==> src/rtl/sw_pkg.sv <==
package sw_pkg;

    typedef enum logic {
        ST_AWAKE  = 1'b0,
        ST_ASLEEP = 1'b1
    } pwr_state_e;

    typedef enum logic [1:0] {
        CAUSE_NONE = 2'b00,
        CAUSE_WDT  = 2'b01,
        CAUSE_PORT = 2'b10,
        CAUSE_EXT  = 2'b11
    } wake_cause_e;

    typedef struct packed {
        pwr_state_e  state;
        logic        clk_en;
        logic        to;
        logic        pd;
        wake_cause_e cause;
        logic        pc_req;
        logic        wdt_rst;
    } pwr_regs_t;

endpackage

==> src/rtl/sw_sync.sv <==
module sw_sync #(
    parameter int unsigned STAGES  = 2,
    parameter bit          RST_VAL = 1'b0
) (
    input  logic clk,
    input  logic rst_n,
    input  logic d,
    output logic q
);

    logic [STAGES-1:0] chain_d;
    logic [STAGES-1:0] chain_q;

    always_comb begin
        chain_d = (chain_q << 1) | STAGES'(d);
    end

    always_ff @(posedge clk or negedge rst_n) begin
        if (!rst_n) chain_q <= {STAGES{RST_VAL}};
        else        chain_q <= chain_d;
    end

    assign q = chain_q[STAGES-1];

endmodule

==> src/rtl/sw_wdt.sv <==
module sw_wdt #(
    parameter int unsigned TERM = 1023
) (
    input  logic clk,
    input  logic rst_n,
    input  logic en,
    input  logic clr,
    output logic ovf
);

    localparam int unsigned W = (TERM < 1) ? 1 : $clog2(TERM + 1);

    logic [W-1:0] cnt_d;
    logic [W-1:0] cnt_q;

    always_comb begin
        cnt_d = cnt_q + W'(1);
        ovf   = en && !clr && (cnt_q == W'(TERM));
        if (clr || !en)            cnt_d = '0;
        else if (cnt_q == W'(TERM)) cnt_d = '0;
    end

    always_ff @(posedge clk or negedge rst_n) begin
        if (!rst_n) cnt_q <= '0;
        else        cnt_q <= cnt_d;
    end

    // count never passes the terminal value
    a_r3_count_bound: assert property (@(posedge clk) disable iff (!rst_n)
        cnt_q <= W'(TERM))
        else $error("watchdog count beyond terminal");

    // disabled watchdog idles at zero
    a_r9_idle_zero: assert property (@(posedge clk) disable iff (!rst_n)
        !en |=> (cnt_q == '0))
        else $error("disabled watchdog not idle");

endmodule

==> src/rtl/sw_power_ctrl.sv <==
module sw_power_ctrl
    import sw_pkg::*;
#(
    parameter int unsigned WDT_TERM    = 1023,
    parameter int unsigned SYNC_STAGES = 2
) (
    input  logic       clk,
    input  logic       rst_n,
    input  logic       sleep_cmd,
    input  logic       wdt_en,
    input  logic       port_wake,
    input  logic       ext_rst_n,
    output logic       core_clk_en,
    output logic       flag_to,
    output logic       flag_pd,
    output logic [1:0] wake_cause,
    output logic       pc_top_req,
    output logic       wdt_rst
);

    localparam int unsigned NSRC     = 2;
    localparam logic [NSRC-1:0] SYNC_RST = 2'b01;   // [0] ext reset idles high, [1] port idles low

    localparam pwr_regs_t REGS_RST = '{
        state:   ST_AWAKE,
        clk_en:  1'b1,
        to:      1'b1,
        pd:      1'b1,
        cause:   CAUSE_NONE,
        pc_req:  1'b0,
        wdt_rst: 1'b0
    };

    logic [NSRC-1:0] raw_in;
    logic [NSRC-1:0] sync_out;
    logic            sleep_go;
    logic            wdt_ovf;
    logic            wake_ext;
    logic            wake_port;
    pwr_regs_t       r_d;
    pwr_regs_t       r_q;

    assign raw_in = {port_wake, ext_rst_n};

    for (genvar gi = 0; gi < NSRC; gi++) begin : g_sync
        sw_sync #(
            .STAGES (SYNC_STAGES),
            .RST_VAL(SYNC_RST[gi])
        ) u_sync (
            .clk  (clk),
            .rst_n(rst_n),
            .d    (raw_in[gi]),
            .q    (sync_out[gi])
        );
    end

    assign wake_ext  = !sync_out[0];
    assign wake_port = sync_out[1];
    assign sleep_go  = (r_q.state == ST_AWAKE) && sleep_cmd;

    sw_wdt #(
        .TERM(WDT_TERM)
    ) u_wdt (
        .clk  (clk),
        .rst_n(rst_n),
        .en   (wdt_en),
        .clr  (sleep_go),
        .ovf  (wdt_ovf)
    );

    always_comb begin
        r_d         = r_q;
        r_d.pc_req  = 1'b0;
        r_d.wdt_rst = 1'b0;
        if (wdt_ovf) r_d.to = 1'b0;
        case (r_q.state)
            ST_AWAKE: begin
                if (sleep_go) begin
                    r_d.state  = ST_ASLEEP;
                    r_d.clk_en = 1'b0;
                    r_d.to     = 1'b1;
                    r_d.pd     = 1'b0;
                    r_d.cause  = CAUSE_NONE;
                end else if (wdt_ovf) begin
                    r_d.wdt_rst = 1'b1;
                end
            end
            ST_ASLEEP: begin
                if (wake_ext || wdt_ovf || wake_port) begin
                    r_d.state  = ST_AWAKE;
                    r_d.clk_en = 1'b1;
                    r_d.pc_req = 1'b1;
                    if (wake_ext)     r_d.cause = CAUSE_EXT;
                    else if (wdt_ovf) r_d.cause = CAUSE_WDT;
                    else              r_d.cause = CAUSE_PORT;
                end
            end
            default: r_d = REGS_RST;
        endcase
    end

    always_ff @(posedge clk or negedge rst_n) begin
        if (!rst_n) r_q <= REGS_RST;
        else        r_q <= r_d;
    end

    assign core_clk_en = r_q.clk_en;
    assign flag_to     = r_q.to;
    assign flag_pd     = r_q.pd;
    assign wake_cause  = r_q.cause;
    assign pc_top_req  = r_q.pc_req;
    assign wdt_rst     = r_q.wdt_rst;

    // accepted sleep gates the clock and writes the flags
    a_r2_sleep_flags: assert property (@(posedge clk) disable iff (!rst_n)
        (core_clk_en && sleep_cmd) |=> (!core_clk_en && flag_to && !flag_pd))
        else $error("sleep did not gate clock or set flags");

    // restart request is a single cycle
    a_r7_req_single: assert property (@(posedge clk) disable iff (!rst_n)
        pc_top_req |=> !pc_top_req)
        else $error("restart request longer than one cycle");

    // clock enable only returns together with the restart request
    a_r7_req_on_rise: assert property (@(posedge clk) disable iff (!rst_n)
        $rose(core_clk_en) |-> pc_top_req)
        else $error("clock enabled without restart request");

    // cause changes only on a wake or on a sleep clear
    a_r8_cause_hold: assert property (@(posedge clk) disable iff (!rst_n)
        !$stable(wake_cause) |-> (pc_top_req || wake_cause == 2'b00))
        else $error("wake cause changed outside wake or sleep");

    // awake overflow is a reset pulse, not a wake
    a_r10_awake_rst: assert property (@(posedge clk) disable iff (!rst_n)
        wdt_rst |-> (core_clk_en && !pc_top_req && !flag_to))
        else $error("awake overflow misbehaved");

endmodule

==> config.mk <==
export PLATFORM = sky130hd
export DESIGN_NAME = sw_power_ctrl
export DESIGN_NICKNAME = d
export VERILOG_FILES = /design/src/rtl/sw_pkg.sv /design/src/rtl/sw_sync.sv /design/src/rtl/sw_wdt.sv /design/src/rtl/sw_power_ctrl.sv
export SDC_FILE = /design/constraint.sdc
export NUM_CORES = 1
export LEC_CHECK = 0
export ABC_AREA = 1
export BUFFER_PORTS_ARGS = -buffer_cell sky130_fd_sc_hd__buf_2
export CELL_PAD_IN_SITES_DETAIL_PLACEMENT = 1
export CELL_PAD_IN_SITES_GLOBAL_PLACEMENT = 2
export CORE_ASPECT_RATIO = 1.1
export CORE_UTILIZATION = 34
export DETAILED_ROUTE_END_ITERATION = 10
export GPL_TIMING_DRIVEN = 0
export PLACE_DENSITY_LB_ADDON = 0.1
export SLEW_MARGIN = 5
export SYNTH_ARGS = -nofsm -noshare
export SYNTH_HDL_FRONTEND = slang
export SYNTH_SLANG_ARGS = --single-unit
==> constraint.sdc <==
create_clock -name clk -period 1.94 [get_ports clk]
set_input_delay 0.097 -clock clk [delete_from_list [all_inputs] [get_ports clk]]
set_output_delay 0.097 -clock clk [all_outputs]
set_load 0.02 [all_outputs]
# == After elaboration in Yosys (flattened, before gate mapping) ==
# Cells that the tools add are included.
# classes
addsub,1
bitwise_logic,3
eq_ne,3
n_mux,15
reduce_logical,11
# op_table
op,count
2-to-1 mux 10 bit,2
"adder 10 x 1 -> 10 bit, second input constant",1
"== test 10 bit, second input constant",1
2-to-1 mux 2 bit,4
case mux 2 bit (2 select lines),2
2-to-1 mux 6 bit,1
2-to-1 mux 1 bit,5
"!= test 2 x 1 -> 1 bit, second input constant",2
OR 2 x 1 -> 2 bit,2
AND reduction 2 bit,2
logical AND 1 bit,3
zero test 1 bit,3
logical OR 1 bit,3
2-to-1 mux 3 bit,1
NOT 1 bit,1
# word_totals
ff_bits,22
input_bits,6
out_inout_bits,7

# == Longest topological paths before layout ==
# Gate-level depths: netlist of the first run.
# depth
ltp_word,9
depth_mapped,8
mapped_depth_nobuf,8

# == By module ==
# Synthesis of the first run repeated with hierarchy kept, for this count alone.
# hier_totals
cells_unflattened,106
hier_area_um2,967.2
# modules_own_cells
module,area_per_inst_um2,seq_area_each_um2,instances,cells_each
sw_wdt,543.0,250.2,1,67
sw_power_ctrl,321.6,203.9,1,35
sw_sync (g_sync[0].u_sync),52.6,52.6,1,2
sw_sync (g_sync[1].u_sync),50.0,50.0,1,2

# == Worst setup path before layout of the first run ==
# Ideal clock, no wire load.
# synth_timing
path_kind,reg-to-reg
startpoint,register u_wdt.cnt_q[0]
endpoint,register u_wdt.cnt_q[9]
setup_time_ns,0.119
setup_slack_ns,0.587
path_stages_with_launch,8
required_time_ns,1.821
synth_period_minus_slack_ns,1.353
t_arrival_ns,1.234
path_buffers,0
path_cell_list,dfrtp_1 -> ha_1 -> nand2_1 -> nor2_4 -> nand2_1 -> o21ai_2 -> nor2_1 -> o21a_1
# synth_between
elab_chain_len,3
elab_cells_between_ends,4
classes_between,add/sub: 1; eq/ne: 1; mux: 2
# synth_rtl
element,line,source
from (decl),sw_wdt.sv:14,logic [W-1:0] cnt_q;
from (signal assigned),sw_wdt.sv:25,else cnt_q <= cnt_d;
adder 10 x 1 -> 10 bit / == test 10 bit (equally long branches),"sw_wdt.sv:17, sw_wdt.sv:20",
2-to-1 mux 10 bit *,sw_wdt.sv:20,else if (cnt_q == W'(TERM)) cnt_d = '0;
2-to-1 mux 10 bit *,sw_wdt.sv:19,if (clr || !en) cnt_d = '0;
named net u_wdt.cnt_d[9],sw_wdt.sv:13,logic [W-1:0] cnt_d;
# Mark *: on every way through the listed nets, which the timed path passes. The rest lies on a longest branch.
# A chain may end at the register's enable or synchronous reset.

# == Final worst setup path of the first run ==
# Same ends and word-level chain as after synthesis.

==> results of run 1 <==
## worst max-delay path, cell delays in order, from the launching register on
cell and delay, ps:
dfrtp_1 430, ha_1 180, nand2_1 100, nor2_4 160, nand2_1 120, o21ai_2 260, nor2_1 80, o21a_1 100
## logic make-up (layout without fill, tap and decap cells)
| logic type | count (synthesis) | in the layout | share of synthesized area (%) |
|---|---|---|---|
| AOI/OAI and AO/OA | 9 | 9 | 6.94 |
| xor gates and xnor gates | 3 | 3 | 2.80 |
| adders and majority gates | 1 | 1 | 1.33 |
| buffers and inverters | 13 | 33 | 6.01 |
| DFF | 22 | 22 | 59.4 |
| and+or+nand+nor | 43 | 43 | 23.5 |
## cells in the mapped netlist
cell type | number | area (um^2)
nor2_4 | 2 | 22.5
o21ai_2 | 1 | 8.76
dfrtp_1 | 17 | 425
ha_1 | 1 | 12.5
nand4_4 | 1 | 21.3
and3_1 | 1 | 6.26
nor2_1 | 11 | 41.3
nand3_2 | 1 | 10.0
a21oi_4 | 1 | 16.3
inv_1 | 10 | 37.5
nor3b_1 | 2 | 15.0
o21ai_0 | 2 | 10.0
nor3_1 | 3 | 15.0
inv_2 | 1 | 3.75
a21oi_1 | 3 | 15.0
nand2_1 | 17 | 63.8
o21a_1 | 1 | 7.51
dfstp_2 | 5 | 131
a21boi_0 | 1 | 7.51
buf_4 | 2 | 15.0
xor2_1 | 3 | 26.3
nand3_1 | 5 | 25.0
## power by group
group / total (mW) / internal [mW] / switching, mW
Clock: 0.249 / 0.114 / 0.134
Sequential: 0.501 / 0.487 / 0.0146
Combinational: 0.105 / 0.0415 / 0.0632
## routing by layer
layer	track usage, %	wire length [um]	up-vias
met5	0	0	-
met4	6.95	19	0
met3	2.40	42	2
met2	25.1	874	8
met1	15.7	633	327
li1	-	-	327
## flip-flops by register name, summed over array words and instances (netlist names)
register               count
u_wdt.cnt_q               10
g_sync.u_sync.chain_q      4
wake_cause                 2
core_clk_en                1
flag_pd                    1
flag_to                    1
pc_top_req                 1
r_q                        1
wdt_rst                    1
## what timing repair did
| item | CTS | global route |
|---|---|---|
| hold buffers | 4 | 0 |
| buffers inserted | 0 | 0 |
| hold endpoints to repair | 20 | 0 |
## per-stage QoR
| step | hold slack, ps | utilization, % |
|---|---|---|
| floorplan | -199 | - |
| global placement | 88.7 | 40.7 |
| detailed placement | 92.8 | 40.7 |
| CTS | 155 | 43.7 |
| global route | 168 | 43.7 |
| finish | 167 | 43.7 |
## worst paths after layout
path                            slack, ps                          end  depth (start not counted)
worst max register to register        420               u_wdt.cnt_q[9]                          7
worst max-delay path                  420               u_wdt.cnt_q[9]                          7
worst min-delay path                  170               u_wdt.cnt_q[8]                          5
min in group asynchronous             270               u_wdt.cnt_q[3]                          2
max in group asynchronous            1320  g_sync[0].u_sync.chain_q[0]                          2
worst min register to register        360  g_sync[0].u_sync.chain_q[1]                          0
## final cells by class
type | instances | area [um^2] | share of cell area (%)
plain buffers | 2 | 15.0 | 1.35
flip-flops and latches | 22 | 557 | 50.1
inverters | 11 | 41.3 | 3.71
well taps | 31 | 38.8 | 3.49
clock buffers | 4 | 36.3 | 3.26
repair buffers | 16 | 100 | 9.00
multi-input cells | 56 | 324 | 29.1
==> summary.md, run 1 <==
| Metric | Value |
|---|---|
| DRC Markers | `0` |
| Hold Path Origin | `wdt_en` |
| Share of cells above drive strength 1 | `27.0%` |
| Worst hold path class | `input pin to flip-flop` |
| Setup crit end kind | `flip-flop` |
| Initial Util | `between 30% and 40%` |
| Number of global-route vias before repair | `about 700` |
| Latest clock arrival within the worst-skew pair | `~300 ps` |
| Syn Area/Cell | `between 10 and 15 um^2` |
| CP Launch Point | `u_wdt.cnt_q[0]` |
| Synth Instances | `91` |
| Root Driver | `clkbuf_4` |
| Clock Skews | `~4.3 ps` |
| Port bufs | `12` |
| First-pass GRT wire length | `roughly 3100 um` |
| Synthesis-to-layout area growth | `18.7%` |
| CTS tree | `done` |
| Die height | `roughly 57 um` |
| Starting DRT DRC Count | `2` |
| GP Congestion | `between 0.6 and 0.7` |
| Post-route ant nets | `0` |
| Crit path DAT | `between 1500 and 2000 ps` |
| WL/cell | `between 10 and 15 um` |
| Most frequent cells in the layout | `nand2_1, dfrtp_1, buf_2` |
| Final nets | `between 100 and 150` |
| Die X | `between 50 and 60 um` |
| Outcome | `complete, no violations` |
| CP Data Required Time | `~2200 ps` |
| F_max | `approximately 0.66 GHz` |
| Mapped Area | `about 940 um^2` |
| Slew @ Worst Pin | `482 ps` |
| Post-CTS resize count | `0` |
| Final WS setup | `423 ps` |
| #FFs+latches synth | `22` |
| Critical path type | `flip-flop to flip-flop` |
| Tot Pwr | `roughly 850 uW` |
| Non-Filler Instances | `roughly 140` |
| Pin count of the biggest net entering global routing | `23` |
| CTS Sinks | `22` |
| Yosys warns | `0` |
| Fillers | `293` |
| Final Cell Area | `between 1000 and 1500 um^2` |
| Final setup viols | `0` |
| Htree depth | `1` |
| Minimum clock period after layout | `1520 ps` |
| DP HPWL | `around 1200 um` |
| Core Box Area | `approximately 2500 um^2` |
| Synth unique cells | `22` |
| Final Hold Viols | `0` |
| Clock Pin Slew Worst Setup and Hold Paths | `between 100 and 150 ps` |
| Clock buffer depth | `2` |
| DP Cell Count | `approximately 130` |
| Initial antenna violation count | `0` |
| Max_cap viols | `0` |
| Overall Global Routing Usage | `about 14%` |
| Post-Place Setup Slack | `~390 ps` |
| Worst VDD drop | `roughly 0.36 mV` |
| Total Routed Length | `~1600 um` |
| Sequential fraction of the synthesis area | `between 50% and 60%` |
| Worst slew margin | `between 60% and 70%` |
| First-pass DRT Iterations | `2` |
| Placed cell area | `between 1000 and 1500 um^2` |
| RSZ-0062 raised after global routing | `false` |
| Max Fanout on Critical Path | `6` |
| Rows | `19` |
| Diode count | `0` |
| CTS Buf Count | `3` |
| Power per cell area | `768 nW/um^2` |
| Vias per cell | `4.68` |
| Static leakage | `approximately 0.53 nW` |
| Reg2reg start | `u_wdt.cnt_q[0]` |
| Final worst-path cycle share | `78.2%` |
| Setup TNS | `0 ps` |
| Die Area | `between 2000 and 3000 um^2` |
| Crit start category | `flip-flop` |
| GRT overflow | `0` |
| Slew Limit Fails | `0` |
| Io pins | `13` |
| Syn nets | `98` |
| Vias | `around 660` |
Note: power is estimated with default switching activity, not from simulation.
==> inputs of run 2 (changes only) <==
clock period = 1.55 ns   (was 1.94 ns; I/O delays follow)
==> summary.md, run 2 (synthesis results as in run 1) <==
| Metric | Value |
|---|---|
| Worst slew margin | `67.2% (was 67.9%)` |
| Critical path type | `flip-flop to flip-flop (unchanged)` |
| Io pins | `13 (unchanged)` |
| Total Routed Length | `1640 um (was 1570 um)` |
| Slew Limit Fails | `0 (unchanged)` |
| Post-route ant nets | `0 (unchanged)` |
| Reg2reg start | `u_wdt.cnt_q[0] (unchanged)` |
| Final worst-path cycle share | `91.7% (was 78.2%)` |
| Hold Path End | `u_wdt.cnt_q[8] (unchanged)` |
| Final Cell Area | `1160 um^2 (was 1110 um^2)` |
| Minimum clock period after layout | `1420 ps (was 1520 ps)` |
| Worst r2r path cells | `7 (unchanged)` |
| Worst VDD drop | `0.435 mV (was 0.358 mV)` |
| Rows | `19 (unchanged)` |
| R2r endpoint | `u_wdt.cnt_q[9] (unchanged)` |
| Clock Skews | `4.24 ps (was 4.33 ps)` |
| Outcome | `complete, no violations (unchanged)` |
| Metal-1 WL | `664 um (was 633 um)` |
| Latest clock arrival within the worst-skew pair | `300 ps (about the same)` |
| Worst path slowest cell | `dfrtp_1 (unchanged)` |
| GP Congestion | `0.685 (unchanged)` |
| Combinational group share of total power | `13.3% (was 12.2%)` |
| Max reg flops | `10 (unchanged)` |
| Die X | `52.1 um (unchanged)` |
| Worst Hold Path Cells | `5 (unchanged)` |
| Synthesis-to-layout area growth | `23.5% (was 18.7%)` |
| Power per cell area | `933 nW/um^2 (was 768 nW/um^2)` |
| Crit path max-delay family | `simple AND/OR/NAND/NOR gates (unchanged)` |
| CTS tree | `done (unchanged)` |
| Slew @ Worst Pin | `493 ps (was 482 ps)` |
| Port bufs | `12 (unchanged)` |
| Met3 WL | `40 um (was 42 um)` |
| Overall Global Routing Usage | `14.1% (unchanged)` |
| Setup TNS | `0 ps (unchanged)` |
| Die Area | `2970 um^2 (unchanged)` |
| Max Fanout on Critical Path | `6 (unchanged)` |
| Static leakage | `0.552 nW (was 0.532 nW)` |
| Crit start category | `flip-flop (unchanged)` |
| Root Driver | `clkbuf_4 (unchanged)` |
| Setup crit end kind | `flip-flop (unchanged)` |
| Most frequent cells in the layout | `dfrtp_1, nand2_1, buf_2 (was nand2_1, dfrtp_1, buf_2)` |
| Max layer used | `met4 (unchanged)` |
| Seq pwr share | `58.1% (was 58.6%)` |
| Crit path DAT | `1630 ps (was 1730 ps)` |
| Clock Pin Slew Worst Setup and Hold Paths | `120 ps (about the same)` |
| R2R setup slack | `130 ps (was 420 ps)` |
| Commonest non-fill, non-tap cell in the layout | `dfrtp_1` |
| CP Launch Point | `u_wdt.cnt_q[0] (unchanged)` |
| Sw frac | `24.8% (about the same)` |
| Vias per cell | `4.66 (was 4.68)` |
| Htree depth | `1 (unchanged)` |
| Worst stage delay on the critical path | `390 ps (was 430 ps)` |
| Routed length on met2 | `915 um (was 874 um)` |
| Core Box Area | `2540 um^2 (unchanged)` |
| Diode count | `0 (unchanged)` |
| Die height | `57.1 um (unchanged)` |
| DP HPWL | `1200 um (unchanged)` |
| Worst hold path class | `input pin to flip-flop (unchanged)` |
| F_max | `0.703 GHz (was 0.659 GHz)` |
| Starting DRT DRC Count | `2 (unchanged)` |
| Final setup viols | `0 (unchanged)` |
| CP Data Required Time | `1760 ps (was 2150 ps)` |
| Fillers | `291 (was 293)` |
| Clock buffer depth | `2 (unchanged)` |
| DP Cell Count | `134 (unchanged)` |
| Buf+Inv Stages, Crit Path | `0 (unchanged)` |
| GRT overflow | `0 (unchanged)` |
| Int Power | `812 uW (was 642 uW)` |
| Final nets | `122 (was 119)` |
| WL/cell | `11.3 um (was 11.0 um)` |
| First-pass DRT Iterations | `3 (was 2)` |
| Largest reg by FF count | `u_wdt.cnt_q (unchanged)` |
| Worst path cell trace | `ha_1 -> nand2_2 -> nor2_4 -> nand2_2 -> o21ai_4 -> nor2_1 -> o21a_1 (was ha_1 -> nand2_1 -> nor2_4 -> nand2_1 -> o21ai_2 -> nor2_1 -> o21a_1)` |
| Initial Util | `36.8% (unchanged)` |
| Tot Pwr | `1.08 mW (was 855 uW)` |
| First-pass GRT wire length | `3080 um (unchanged)` |
| DRC Markers | `0 (unchanged)` |
| CTS Buf Count | `3 (unchanged)` |
| Placed cell area | `1040 um^2 (unchanged)` |
| Psw | `268 uW (was 212 uW)` |
| Final WS setup | `128 ps (was 423 ps)` |
| Number of global-route vias before repair | `718 (unchanged)` |
| Non-Filler Instances | `145 (was 142)` |
| Clock Power Share | `28.6% (was 29.1%)` |
| Post-Place Setup Slack | `4.11 ps (was 394 ps)` |
| Vias | `676 (was 664)` |
| Pin count of the biggest net entering global routing | `23 (unchanged)` |
| Share of cells above drive strength 1 | `31.6% (was 27.0%)` |
| Hold Path Origin | `wdt_en (unchanged)` |
| Final Hold Viols | `0 (unchanged)` |
| Max_cap viols | `0 (unchanged)` |
| Most common cell on crit path | `nand2_2 (was nand2_1)` |
| CTS Sinks | `22 (unchanged)` |
| Initial antenna violation count | `0 (unchanged)` |
run 2: power groups by stage:
stage                     clock network, mW  logic [mW]  registers (mW)
final                                 0.308       0.143           0.628
after global routing                  0.349       0.166           0.633
after CTS                             0.335       0.137           0.629
after detailed placement                  0       0.127           0.639
after global placement                    0       0.124           0.637
after floorplan                           0      0.0712           0.645
run 2: cell type report:
class,instances,area [um^2],share of cell area [%]
plain buffers,2,15.0,1.30
flip-flops and latches,22,557,48.1
multi-input cells,56,347,29.9
repair buffers,19,123,10.6
inverters,11,41.3,3.57
clock buffers,4,36.3,3.14
well taps,31,38.8,3.35
run 2: per-stage QoR:
step	util, %	hold WS [ps]
after floorplan	-	-218
after global placement	40.7	69.2
after detailed placement	40.7	73.3
after CTS	44.0	142
after global routing	45.5	156
final	45.5	155
run 2: worst min-delay path, stage by stage:
cell,delay [ps]
buf_2,100
inv_1,80
a21oi_4,60
o21ai_0,80
a21oi_1,40
run 2: timing repair:
| item | 4_1_cts | 5_1_grt |
|---|---|---|
| hold buffers | 4 | 0 |
| setup endpoints to repair | 1 | 8 |
| pin swaps | 0 | 3 |
| resized for setup | 1 | 4 |
| buffers inserted | 0 | 3 |
| hold endpoints to repair | 20 | 0 |
| cloned | 0 | 0 |
run 2: routing by layer:
layer,global-route usage (%),vias up
met2,25.1,8
met1,15.7,333
met4,6.95,0
li1,-,333
met5,0,-
met3,2.40,2
run 2: worst max-delay path by stage:
stage / to / depth (start not counted)
after detailed placement: u_wdt.cnt_q[9] / 7
after CTS: u_wdt.cnt_q[9] / 7
after global placement: u_wdt.cnt_q[9] / 7
after global routing: wake_cause[0] / 8
final: u_wdt.cnt_q[9] / 7
after floorplan: u_wdt.cnt_q[9] / 7
==> inputs of run 3 (changes only) <==
ABC_AREA = unset   (was 1)
CORE_UTILIZATION = 35   (was 34)
==> summary.md, run 3 <==
| Metric | Value |
|---|---|
| Outcome | `complete, no violations (unchanged)` |
| DRC Markers | `0 (unchanged)` |
| Total Routed Length | `1800 um (was 1640 um)` |
| Yosys warns | `0 (unchanged)` |
| Psw | `269 uW (was 268 uW)` |
| Slew Limit Fails | `0 (unchanged)` |
| Slew @ Worst Pin | `480 ps (was 493 ps)` |
| #FFs+latches synth | `22 (unchanged)` |
| Die Area | `2870 um^2 (was 2970 um^2)` |
| Static leakage | `0.504 nW (was 0.552 nW)` |
| Final nets | `113 (was 122)` |
| Sequential fraction of the synthesis area | `59.7% (was 59.4%)` |
| Setup crit end kind | `flip-flop (unchanged)` |
| Worst path cell trace | `ha_4 -> and4_4 -> nand3_2 -> or2_1 -> a41oi_2 (was ha_1 -> nand2_2 -> nor2_4 -> nand2_2 -> o21ai_4 -> nor2_1 -> o21a_1)` |
| Crit path DAT | `1700 ps (was 1630 ps)` |
| CP Data Required Time | `1780 ps (was 1760 ps)` |
| Worst VDD drop | `0.559 mV (was 0.435 mV)` |
| Overall Global Routing Usage | `15.3% (was 14.1%)` |
| R2r endpoint | `wake_cause[0] (was u_wdt.cnt_q[9])` |
| FFs w/ async S/R, synth | `100% (unchanged)` |
| Crit path max-delay family | `simple AND/OR/NAND/NOR gates (unchanged)` |
| Vias | `689 (was 676)` |
| Minimum clock period after layout | `1470 ps (was 1420 ps)` |
| Diode count | `0 (unchanged)` |
| Final worst-path cycle share | `94.8% (was 91.7%)` |
| Worst Hold Path Cells | `3 (was 5)` |
| Rows | `19 (unchanged)` |
| Share of cells above drive strength 1 | `30.5% (was 31.6%)` |
| Clock Power Share | `28.4% (was 28.6%)` |
| Starting DRT DRC Count | `4 (was 2)` |
| Worst hold slack | `86.6 ps (was 155 ps)` |
| Final WS setup | `79.9 ps (was 128 ps)` |
| Met3 WL | `73 um (was 40 um)` |
| Vias per cell | `5.07 (was 4.66)` |
| Clock buffer depth | `2 (unchanged)` |
| Max reg flops | `10 (unchanged)` |
| Multi-input logic area | `367 um^2 (was 347 um^2)` |
| Worst slew margin | `68.0% (was 67.2%)` |
| Crit start category | `flip-flop (unchanged)` |
| Primary FF master, synth | `dfrtp_1 (unchanged)` |
| GRT overflow | `0 (unchanged)` |
| FF/Latch Area | `557 um^2 (unchanged)` |
| Sw frac | `24.7% (was 24.8%)` |
| Final Hold Viols | `0 (unchanged)` |
| First-pass GRT wire length | `3190 um (was 3080 um)` |
| First-pass DRT Iterations | `4 (was 3)` |
| Routed length on met2 | `897 um (was 915 um)` |
| Synth top area cells | `dfrtp_1, dfstp_2, nor2_1 (was dfrtp_1, dfstp_2, nand2_1)` |
| Seq pwr share | `58.2% (was 58.1%)` |
| Pin count of the biggest net entering global routing | `23 (unchanged)` |
| GP Congestion | `0.728 (was 0.685)` |
| Buf+Inv Stages, Crit Path | `0 (unchanged)` |
| Synthesis-to-layout area growth | `22.0% (was 23.5%)` |
| Max_cap viols | `0 (unchanged)` |
| Latest clock arrival within the worst-skew pair | `300 ps (about the same)` |
| DP HPWL | `1300 um (was 1200 um)` |
| Syn nets | `90 (was 98)` |
| Worst r2r path cells | `5 (was 7)` |
| Syn Area/Cell | `11.2 um^2 (was 10.3 um^2)` |
| Critical path type | `flip-flop to flip-flop (unchanged)` |
| Top-count cell post-synth | `dfrtp_1` |
| Max Fanout on Critical Path | `5 (was 6)` |
| Commonest non-fill, non-tap cell in the layout | `dfrtp_1 (unchanged)` |
| Proportion of netlist area held by the largest area contributor | `45.6% (was 45.4%)` |
| Worst hold path class | `input pin to flip-flop (unchanged)` |
| Die X | `51.2 um (was 52.1 um)` |
| Int Power | `818 uW (was 812 uW)` |
| Reg2reg start | `u_wdt.cnt_q[0] (unchanged)` |
| Mapped Area | `932 um^2 (was 937 um^2)` |
| Die height | `56.1 um (was 57.1 um)` |
| Clock Skews | `1.68 ps (was 4.24 ps)` |
| Port bufs | `12 (unchanged)` |
| Post-route ant nets | `0 (unchanged)` |
| WL/cell | `13.2 um (was 11.3 um)` |
| Io pins | `13 (unchanged)` |
| F_max | `0.680 GHz (was 0.703 GHz)` |
| Power per cell area | `956 nW/um^2 (was 933 nW/um^2)` |
| Most frequent cells in the layout | `dfrtp_1, buf_2, nor2_1 (was dfrtp_1, nand2_1, buf_2)` |
| CTS tree | `done (unchanged)` |
| Initial Util | `37.0% (was 36.8%)` |
| Post-synth EDFFs | `0 (unchanged)` |
| RSZ-0062 raised after global routing | `false` |
| Root Driver | `clkbuf_4 (unchanged)` |
| Htree depth | `1 (unchanged)` |
| Max layer used | `met4 (unchanged)` |
| Synth Instances | `83 (was 91)` |
| Worst stage delay on the critical path | `420 ps (was 390 ps)` |
| Post-Place Setup Slack | `-49.3 ps (was 4.11 ps)` |
| Cell taking the most area after synthesis | `dfrtp_1 (unchanged)` |
| Initial antenna violation count | `0 (unchanged)` |
| Hold Path Origin | `wdt_en (unchanged)` |
| Worst path slowest cell | `dfrtp_1 (unchanged)` |
| Number of global-route vias before repair | `712 (was 718)` |
| Commonest cells post-synth | `dfrtp_1, nor2_1, a21oi_1 (was dfrtp_1, nand2_1, nor2_1)` |
| Largest reg by FF count | `u_wdt.cnt_q (unchanged)` |
| Clock Pin Slew Worst Setup and Hold Paths | `120 ps (about the same)` |
| Synth unique cells | `29 (was 22)` |
| Final setup viols | `0 (unchanged)` |
| CTS Sinks | `22 (unchanged)` |
| Fillers | `299 (was 291)` |
| R2R setup slack | `80 ps (was 130 ps)` |
| Combinational group share of total power | `13.4% (was 13.3%)` |
| Hold Path End | `u_wdt.cnt_q[7] (was u_wdt.cnt_q[8])` |
| Metal-1 WL | `802 um (was 664 um)` |
| Core Box Area | `2520 um^2 (was 2540 um^2)` |
| CTS Buf Count | `3 (unchanged)` |
-- run 3: cell types whose count changed after synthesis, sizes merged, moves of 2 or more --
cell | previous run | this run
nor2 | 13 | 11
nor3b | 2 | 0
nand2b | 0 | 3
o21ai | 3 | 0
and4 | 0 | 2
xnor2 | 0 | 2
nor3 | 3 | 0
nand2 | 17 | 6
inv | 11 | 3
a21oi | 4 | 7
a41oi | 0 | 2
-- run 3: cell families (layout without fill, tap and decap cells) --
logic type / count (synthesis) / in the layout / synth area share [%]
simple gates: 36 / 36 / 20.9
flops: 22 / 22 / 59.7
compound gates: 13 / 13 / 9.53
xor+xnor: 6 / 6 / 5.64
buf+inv: 5 / 27 / 2.82
fa+ha+maj: 1 / 1 / 1.34
-- run 3: repair_timing --
action	in CTS	in global routing
pin swaps	0	1
endpoints found under the hold margin	19	0
endpoints found under the setup margin	1	1
buffers inserted	2	1
hold buffers	3	0
gates resized for setup	1	2
-- run 3: worst register-to-register path: cells and delay by family, from the launching register on --
kind / cells / cell delay (ps)
adders and majority gates: 1 / 180
DFF: 1 / 420
and+or+nand+nor: 3 / 640
AOI/OAI and AO/OA: 1 / 170
-- run 3: worst max-delay path by stage --
stage          depth (start not counted)  slack [ps]      startpoint        endpoint
6_report                               5          80  u_wdt.cnt_q[0]   wake_cause[0]
5_1_grt                                5           9  u_wdt.cnt_q[0]  u_wdt.cnt_q[9]
4_1_cts                                5          50  u_wdt.cnt_q[0]   wake_cause[0]
3_5_place_dp                           5         -50  u_wdt.cnt_q[0]   wake_cause[0]
3_3_place_gp                           5         -30  u_wdt.cnt_q[0]   wake_cause[0]
2_1_floorplan                          5         120  u_wdt.cnt_q[0]   wake_cause[0]
-- run 3: through the flow --
step / TNS, ps / power [mW] / std cells / cell area (um^2) / util, %
after global routing: 0 / 1.15 / 136 / 1140 / 45.1
final: 0 / 1.09 / 136 / 1140 / 45.1
after global placement: -25.8 / 0.766 / 126 / 1030 / 40.9
after floorplan: 0 / 0.720 / 83 / 932 / -
after detailed placement: -49.3 / 0.772 / 126 / 1030 / 40.9
after CTS: 0 / 1.10 / 135 / 1110 / 44.2
-- run 3: routing by layer --
metal / global-route usage [%] / vias to the layer above
met5: 0 / -
met4: 7.14 / 0
met3: 3.55 / 2
met2: 25.8 / 16
met1: 17.9 / 339
li1: - / 332
-- run 3: power by group through the flow --
stage / registers [mW] / logic (mW) / clock network, mW
2_1_floorplan: 0.649 / 0.0713 / 0
3_3_place_gp: 0.642 / 0.124 / 0
3_5_place_dp: 0.645 / 0.127 / 0
4_1_cts: 0.631 / 0.143 / 0.324
5_1_grt: 0.639 / 0.165 / 0.346
6_report: 0.632 / 0.146 / 0.309
-- run 3: cell type report --
type	instances	area share [%]
Buffer	2	1.32
Timing Repair Buffer	18	9.90
Clock buffer	4	3.19
Sequential cell	22	49.0
Inverter	3	0.990
Tap cell	31	3.41
Multi-Input combinational cell	56	32.2
